File: config.mk
export PLATFORM = sky130hd
export DESIGN_NAME = psw_trap_ctl
export DESIGN_NICKNAME = d
export VERILOG_FILES = /design/src/rtl/psw_pkg.sv /design/src/rtl/psw_cc_unit.sv /design/src/rtl/psw_exc_detect.sv /design/src/rtl/psw_prio_pick.sv /design/src/rtl/psw_trap_ctl.sv
export SDC_FILE = /design/constraint.sdc
export NUM_CORES = 1
export LEC_CHECK = 0
export ABC_CLOCK_PERIOD_IN_PS = 1400
export BUFFER_PORTS_ARGS = -buffer_cell sky130_fd_sc_hd__buf_2
export CORE_ASPECT_RATIO = 1.1
export CORE_MARGIN = 5
export CORE_UTILIZATION = 34
export CTS_CLUSTER_SIZE = 8
export DETAILED_ROUTE_END_ITERATION = 10
export PLACE_DENSITY = 0.8
export SLEW_MARGIN = 20
export SYNTH_ARGS = -nofsm -noshare
export SYNTH_HDL_FRONTEND = slang
export SYNTH_SLANG_ARGS = --single-unit
File: constraint.sdc
create_clock -name clk -period 1.4 [get_ports clk]
set_input_delay 0.14 -clock clk [delete_from_list [all_inputs] [get_ports clk]]
set_output_delay 0.14 -clock clk [all_outputs]
set_load 0.03 [all_outputs]
File: src/rtl/psw_pkg.sv
package psw_pkg;
   localparam int PSW_W    = 16;
   localparam int PSW_USED = 8;
   localparam int CC_W     = 4;

   localparam int B_C  = 0;
   localparam int B_V  = 1;
   localparam int B_Z  = 2;
   localparam int B_N  = 3;
   localparam int B_T  = 4;
   localparam int B_DV = 5;
   localparam int B_FU = 6;
   localparam int B_IV = 7;

   localparam int NCAUSE = 7;
   localparam int K_FDZ  = 0;
   localparam int K_FOV  = 1;
   localparam int K_FUN  = 2;
   localparam int K_DZ   = 3;
   localparam int K_IOV  = 4;
   localparam int K_DOV  = 5;
   localparam int K_TRC  = 6;

   typedef enum logic [1:0] {
      CLS_INT = 2'd0,
      CLS_DEC = 2'd1,
      CLS_FLT = 2'd2,
      CLS_OTH = 2'd3
   } op_class_e;
endpackage

File: src/rtl/psw_cc_unit.sv
module psw_cc_unit
   import psw_pkg::*;
#(
   parameter int DATA_W = 32
) (
   input  logic [DATA_W-1:0] value,
   input  logic              carry,
   input  logic              ovf,
   input  logic              cvt_err,
   input  logic [CC_W-1:0]   mask,
   input  logic [CC_W-1:0]   cc_old,
   output logic [CC_W-1:0]   cc_new
);
   logic [CC_W-1:0] calc;

   always_comb begin
      calc        = '0;
      calc[B_C]   = carry;
      calc[B_V]   = ovf | cvt_err;
      calc[B_Z]   = (value == '0);
      calc[B_N]   = value[DATA_W-1];
   end

   for (genvar i = 0; i < CC_W; i++) begin : g_sel
      assign cc_new[i] = mask[i] ? calc[i] : cc_old[i];
   end
endmodule

File: src/rtl/psw_exc_detect.sv
module psw_exc_detect
   import psw_pkg::*;
(
   input  logic [1:0]        cls,
   input  logic              divz,
   input  logic              fovf,
   input  logic              funf,
   input  logic              ovf,
   input  logic              cvt_err,
   input  logic              iv_en,
   input  logic              dv_en,
   input  logic              fu_en,
   input  logic              trace_pend,
   output logic [NCAUSE-1:0] raw
);
   op_class_e c;
   logic      bad_range;

   always_comb begin
      c         = op_class_e'(cls);
      bad_range = ovf | cvt_err;
      raw       = '0;
      unique case (c)
         CLS_FLT: begin
            raw[K_FDZ] = divz;
            raw[K_FOV] = fovf;
            raw[K_FUN] = funf & fu_en;
         end
         CLS_INT: begin
            raw[K_DZ]  = divz;
            raw[K_IOV] = bad_range & iv_en;
         end
         CLS_DEC: begin
            raw[K_DZ]  = divz;
            raw[K_DOV] = bad_range & dv_en;
         end
         default: ;
      endcase
      raw[K_TRC] = trace_pend;
   end
endmodule

File: src/rtl/psw_prio_pick.sv
module psw_prio_pick #(
   parameter int N = 7
) (
   input  logic [N-1:0] req,
   output logic [N-1:0] grant,
   output logic         any
);
   logic [N:0] seen;

   assign seen[0] = 1'b0;
   for (genvar i = 0; i < N; i++) begin : g_chain
      assign grant[i]  = req[i] & ~seen[i];
      assign seen[i+1] = seen[i] | req[i];
   end
   assign any = seen[N];
endmodule

File: src/rtl/psw_trap_ctl.sv
module psw_trap_ctl
   import psw_pkg::*;
#(
   parameter int DATA_W    = 32,
   parameter bit HAS_TRACE = 1'b1
) (
   input  logic              clk,
   input  logic              rst_n,
   input  logic              ins_start,
   input  logic              res_valid,
   input  logic [DATA_W-1:0] res_value,
   input  logic              res_carry,
   input  logic              res_ovf,
   input  logic              res_cvt_err,
   input  logic [1:0]        res_class,
   input  logic              res_divzero,
   input  logic              res_fovf,
   input  logic              res_funf,
   input  logic [3:0]        upd_mask,
   input  logic              call_entry,
   input  logic              call_iv,
   input  logic              call_dv,
   input  logic              load_en,
   input  logic [15:0]       load_word,
   output logic [15:0]       psw_out,
   output logic              tp_out,
   output logic              req_valid,
   output logic [6:0]        req_cause
);
   localparam int PAD_W = PSW_W - PSW_USED;

   if (DATA_W < 2) begin : g_bad_width
      $error("psw_trap_ctl: DATA_W must be at least 2");
   end
   if (NCAUSE != 7 || PSW_W != 16) begin : g_bad_pkg
      $error("psw_trap_ctl: package constants do not match the port widths");
   end

   logic [PSW_USED-1:0] st_q, st_d;
   logic                tp_q, tp_d;
   logic                rq_q;
   logic [NCAUSE-1:0]   cause_q;
   logic [CC_W-1:0]     cc_new;
   logic [NCAUSE-1:0]   raw, grant;
   logic                any;

   psw_cc_unit #(.DATA_W(DATA_W)) u_cc (
      .value   (res_value),
      .carry   (res_carry),
      .ovf     (res_ovf),
      .cvt_err (res_cvt_err),
      .mask    (upd_mask),
      .cc_old  (st_q[CC_W-1:0]),
      .cc_new  (cc_new)
   );

   psw_exc_detect u_det (
      .cls        (res_class),
      .divz       (res_divzero),
      .fovf       (res_fovf),
      .funf       (res_funf),
      .ovf        (res_ovf),
      .cvt_err    (res_cvt_err),
      .iv_en      (st_q[B_IV]),
      .dv_en      (st_q[B_DV]),
      .fu_en      (st_q[B_FU]),
      .trace_pend (tp_q),
      .raw        (raw)
   );

   psw_prio_pick #(.N(NCAUSE)) u_pick (
      .req   (raw),
      .grant (grant),
      .any   (any)
   );

   always_comb begin
      st_d = st_q;
      if (res_valid) st_d[CC_W-1:0] = cc_new;
      if (call_entry) begin
         st_d[B_IV] = call_iv;
         st_d[B_DV] = call_dv;
         st_d[B_FU] = 1'b0;
      end
      if (load_en) st_d = load_word[PSW_USED-1:0];
   end

   if (HAS_TRACE) begin : g_trace
      always_comb begin
         if (ins_start)      tp_d = st_q[B_T];
         else if (res_valid) tp_d = 1'b0;
         else                tp_d = tp_q;
      end
   end else begin : g_no_trace
      assign tp_d = 1'b0;
   end

   always_ff @(posedge clk) begin
      if (!rst_n) begin
         st_q    <= '0;
         tp_q    <= 1'b0;
         rq_q    <= 1'b0;
         cause_q <= '0;
      end else begin
         st_q    <= st_d;
         tp_q    <= tp_d;
         rq_q    <= res_valid & any;
         cause_q <= res_valid ? grant : '0;
      end
   end

   assign psw_out   = {{PAD_W{1'b0}}, st_q};
   assign tp_out    = tp_q;
   assign req_valid = rq_q;
   assign req_cause = cause_q;
endmodule

# [Yosys cells after proc, flatten, opt, wreduce, memory -nomap -nowiden]
# Index checks and enable logic that the tools add are counted.
# W data, S select, Z words.
[word_totals] regBits=17 inputBits=68 out_inout_bits=25
[op_classes] n_eq_ne=2 mux=13 bitwise_logic=23 reduce_logical=15
[ops] cell="$logic_not A32 Y1" n=1
[ops] cell="$reduce_bool A2 Y1" n=7
[ops] cell="$and A1 B1 Y1" n=10
[ops] cell="$reduce_and A2 Y1" n=5
[ops] cell="$mux W1" n=9
[ops] cell="$mux W8" n=1
[ops] cell="$or A1 B1 Y1" n=7
[ops] cell="$mux W3" n=2
[ops] cell="$not A1 Y1" n=6
[ops] cell="$mux W4" n=1
[ops] cell="$eq A2 B1 Y1 const B" n=1
[ops] cell="$eq A2 B2 Y1 const B" n=1
[ops] cell="$logic_not A2 Y1" n=1
[ops] cell="$reduce_or A2 Y1" n=1

# [Depth between registers and ports, before layout]
[logic_depth] depth_word=9 mapped_depth=5

# [Cells and area by module]
# From an unflattened synthesis, not the netlist that was laid out.
[unflattened] hier_cells=101 area_unflattened_um2=978.4
[by_module_without_submodules] mod="psw_trap_ctl" instances=1 cells_per_inst=63 area_per_inst_um2=695.7
[by_module_without_submodules] mod="psw_cc_unit" instances=1 cells_per_inst=18 area_per_inst_um2=128.9
[by_module_without_submodules] mod="psw_exc_detect" instances=1 cells_per_inst=10 area_per_inst_um2=81.3
[by_module_without_submodules] mod="psw_prio_pick" instances=1 cells_per_inst=10 area_per_inst_um2=72.6

# [Worst setup path after synthesis]
# OpenSTA, ideal clock, no wires.
[synth_path] path_type="input-to-reg" start="input res_value[16]" end="register st_q[2]" setup_time_ns=0.059 arrival_ns=1.026 required_time_ns=1.341 setup_slack_ns=0.315 cell_stages=3 path_cell_list="or4_4 > nor4_2 > a22o_1"
[synth_via] elab_chain_len=4
[synth_lines] element="start: declaration" line="psw_trap_ctl.sv:11" text="input logic [DATA_W-1:0] res_value,"
[synth_lines] element="$logic_not A32 Y1" line="psw_cc_unit.sv:20" text="calc[B_Z] = (value == '0);"
[synth_lines] element="$mux W1" line="psw_cc_unit.sv:25" text="assign cc_new[i] = mask[i] ? calc[i] : cc_old[i];"
[synth_lines] element="$mux W4" line="psw_trap_ctl.sv:79" text="if (res_valid) st_d[CC_W-1:0] = cc_new;"
[synth_lines] element="$mux W8" line="psw_trap_ctl.sv:85" text="if (load_en) st_d = load_word[PSW_USED-1:0];"
[synth_lines] element="end signal: assignment" line="psw_trap_ctl.sv:105" text="st_q <= st_d;"
[synth_lines] element="end: declaration" line="psw_trap_ctl.sv:39" text="logic [PSW_USED-1:0] st_q, st_d;"
# No other way between the ends. The select of a mux whose other input is x is not followed.
# A chain may end at the register's enable or synchronous reset.

# [Worst setup path in the final report]
[layout_path] start="register st_q[7]" end="register cause_q[6], in the netlist req_cause[6]"
[layout_via] elab_chain_len=6
[layout_lines] element="$and A1 B1 Y1" line="psw_exc_detect.sv:31" text="raw[K_IOV] = bad_range & iv_en;"
[layout_lines] element="$mux W1" line="psw_exc_detect.sv:23" text="unique case (c)"
[layout_lines] element="$or A1 B1 Y1 (2 in a row)" line="psw_prio_pick.sv:13" text="assign seen[i+1] = seen[i] | req[i];"
[layout_lines] element="$not A1 Y1" line="psw_prio_pick.sv:12" text="assign grant[i] = req[i] & ~seen[i];"
[layout_lines] element="$and A1 B1 Y1" line="psw_prio_pick.sv:12"
[layout_lines] element="end signal: assignment" line="psw_trap_ctl.sv:108" text="cause_q <= res_valid ? grant : '0;"
[layout_lines] element="end: declaration" line="psw_trap_ctl.sv:42" text="logic [NCAUSE-1:0] cause_q;"
# No other way between the ends.

==> results.cfg <==
[placement]
gp_congestion = 0.8156
dp_hpwl_um = 2088
place_inst = 200
portBuffers = 76

[clock_tree]
cts.sinks = 17
post-cts-setup-buffers = 0
clkTransAtPathRegs_ns = 0.10
htreeDepth = 1
cts_tree = yes
clockRootBuffer = clkbuf_4
cts_resized = 0
hold_buffers = 0
ctsLongestPathBuffers = 2
numCtsBuffers = 3
clk_latency_ns = 0.28

[sta]
finalHoldViolCount = 0
setup_viol = 0
hold_ws_ns = 0.05962
skew_ns = 0.003306
max_freq_mhz = 927.5
tns_ns = 0
drv_slew = 0
finalCriticalPeriod_ns = 1.078
finalCritPeriodShare_pct = 77.01
rsz0062_at_grt = no

[floorplan]
io_pins = 93
core_area_mm2 = 0.002449
die_width_um = 57.84
initial_core_util_pct = 34.95
die_area_mm2 = 0.003622
fp-row-count = 19
die_h_um = 62.62

[route]
vias = 945
ant_nets = 0
wl_per_cell_um = 11.67
vias_per_cell = 4.632
wl_um = 2381
drtPass1Iterations = 4
remaining_drc_errors = 0
drt_iter0_drc = 6

[final_layout]
drive_gt1_share_pct = 48.55
n_fill_cell = 246
n_antenna_cell = 0
instances_no_fill = 204
postLayoutCoreUtil_pct = 50.79
nets = 242
area_growth_pct = 45.32

[grt]
gr-usage-met1_pct = 15.44
grt_pass1_vias = 943
gr-usage-met2_pct = 21.47
antenna_found_initial = 0
grtUsageTotal_pct = 12.61
grt_max_degree = 12
grt_overflow = 0
use_met3_pct = 3.099
grt_pass1_wl_um = 3739
top_usage_layer = met2

[min_path]
hp-class = primary input to flop

[yosys]
ys_warn_count = 0
ys_seq_elements = 17
ys_seq_area_share_pct = 39.77
synth_edf_count = 0
synth_flop_cell = dfxtp_1
synth_area_per_cell_um2 = 8.645
syn_area_um2 = 855.8
synth_top_area_share_pct = 39.77
async_flop_share_pct = 0
synth_cell_types = 28
synthMostInstantiatedCell = dfxtp_1
synth_commonest_cells = 17 x dfxtp_1, 11 x buf_4, 9 x nand2_1, 7 x a21oi_1, 7 x nor4_1
synth.largest_area_cell = dfxtp_1
synthTopCellsByArea = dfxtp_1 40%, buf_4 9.6%, mux2i_1 5.8%
synth_cells = 99

[critical_path]
crit_slowest_cell = dfxtp_1
required_ns = 1.61
slowest_delay_ns = 0.34
arrival_ns = 1.29
path_cells = nand2b_1 -> a21oi_1 -> o31ai_1 -> nor3b_1
crit_type = flop to flop
start_kind = flop
critPathMaxFanout = 3
end_kind = flop

[power_and_ir_drop]
p_leak_nw = 0.6331
cellPowerDensity_mw_per_mm2 = 821.3
finalPower_mw = 1.021
vdd_ir_drop_max_v = 0.0004130

[flow_run]
drv_cap = 0

[status]
outcome = finished clean
==> metal layers <==
metal  vias up  wire length [µm]
li1        483                 -
met1       405               967
met5         -                 0
met4         0                 6
met3         2               294
met2        55              1112
==> critical path: cells and delay by family (launching register included) <==
family	cells	cell delay [ns]
compound gates	2	0.37
flops	1	0.34
simple gates	2	0.31
==> power by group <==
| part | total [mW] | internal, mW | switching, mW |
|---|---|---|---|
| logic | 0.252 | 0.109 | 0.142 |
| clock network | 0.258 | 0.106 | 0.152 |
| registers | 0.511 | 0.502 | 0.00969 |
| total | 1.02 | 0.717 | 0.304 |
==> per-stage QoR <==
step | setup slack (ns) | area [µm²]
6_report | 0.3219 | 1244
5_1_grt | 0.2116 | 1244
4_1_cts | 0.3101 | 1244
3_5_place_dp | 0.1574 | 1216
3_3_place_gp | 0.1973 | 1216
2_1_floorplan | 0.3146 | 882.1
==> logic make-up (layout without fill, tap and decap cells) <==
kind of cell	Yosys count	after routing	synth area share (%)
other	1	8	0.4382
flip-flops	17	17	39.77
AND/OR/NAND/NOR	43	43	29.97
multiplexers	5	5	5.848
buffers and inverters	16	83	12.13
AO/OA/AOI/OAI	17	17	11.84
==> area by class of cell <==
cell class	instances	area, µm²	share of cell area, %
well taps	31	38.79	3.119
repair buffers	78	395.4	31.79
inverters	1	3.754	0.3018
multi-input cells	73	437.9	35.21
flip-flops and latches	17	340.3	27.36
clock buffers	3	22.52	1.811
clock inverters	1	5.005	0.4024
==> sequential cells by signal, summed over array words and instances (netlist names) <==
| signal | flops |
|---|---|
| req_cause | 7 |
| req_valid | 1 |
| st_q | 8 |
| tp_out | 1 |
==> worst paths after layout <==
path / start / endpoint / slack (ns) / depth (start not counted)
worst max register to register: st_q[7] / req_cause[6] / 0.32 / 4
worst min-delay path: res_class[1] / req_cause[3] / 0.06 / 2
worst max-delay path: st_q[7] / req_cause[6] / 0.32 / 4
worst min register to register: st_q[5] / req_cause[5] / 0.50 / 2
==> placed cells by master (no fill, tap or decap), types with 2 or more instances in the layout <==
master,n
nor2b_1,6
a21oi_1,7
nand2b_1,2
and2_1,4
buf_2,76
o21ai_0,5
buf_4,2
clkbuf_4,3
nand2_1,9
a22o_1,2
mux2i_1,5
nor4_1,7
nor2_1,3
dfxtp_1,17
nor3_1,2
nor4b_1,2
nor3b_1,2
conb_1,8
(Power assumes the default switching activity.)
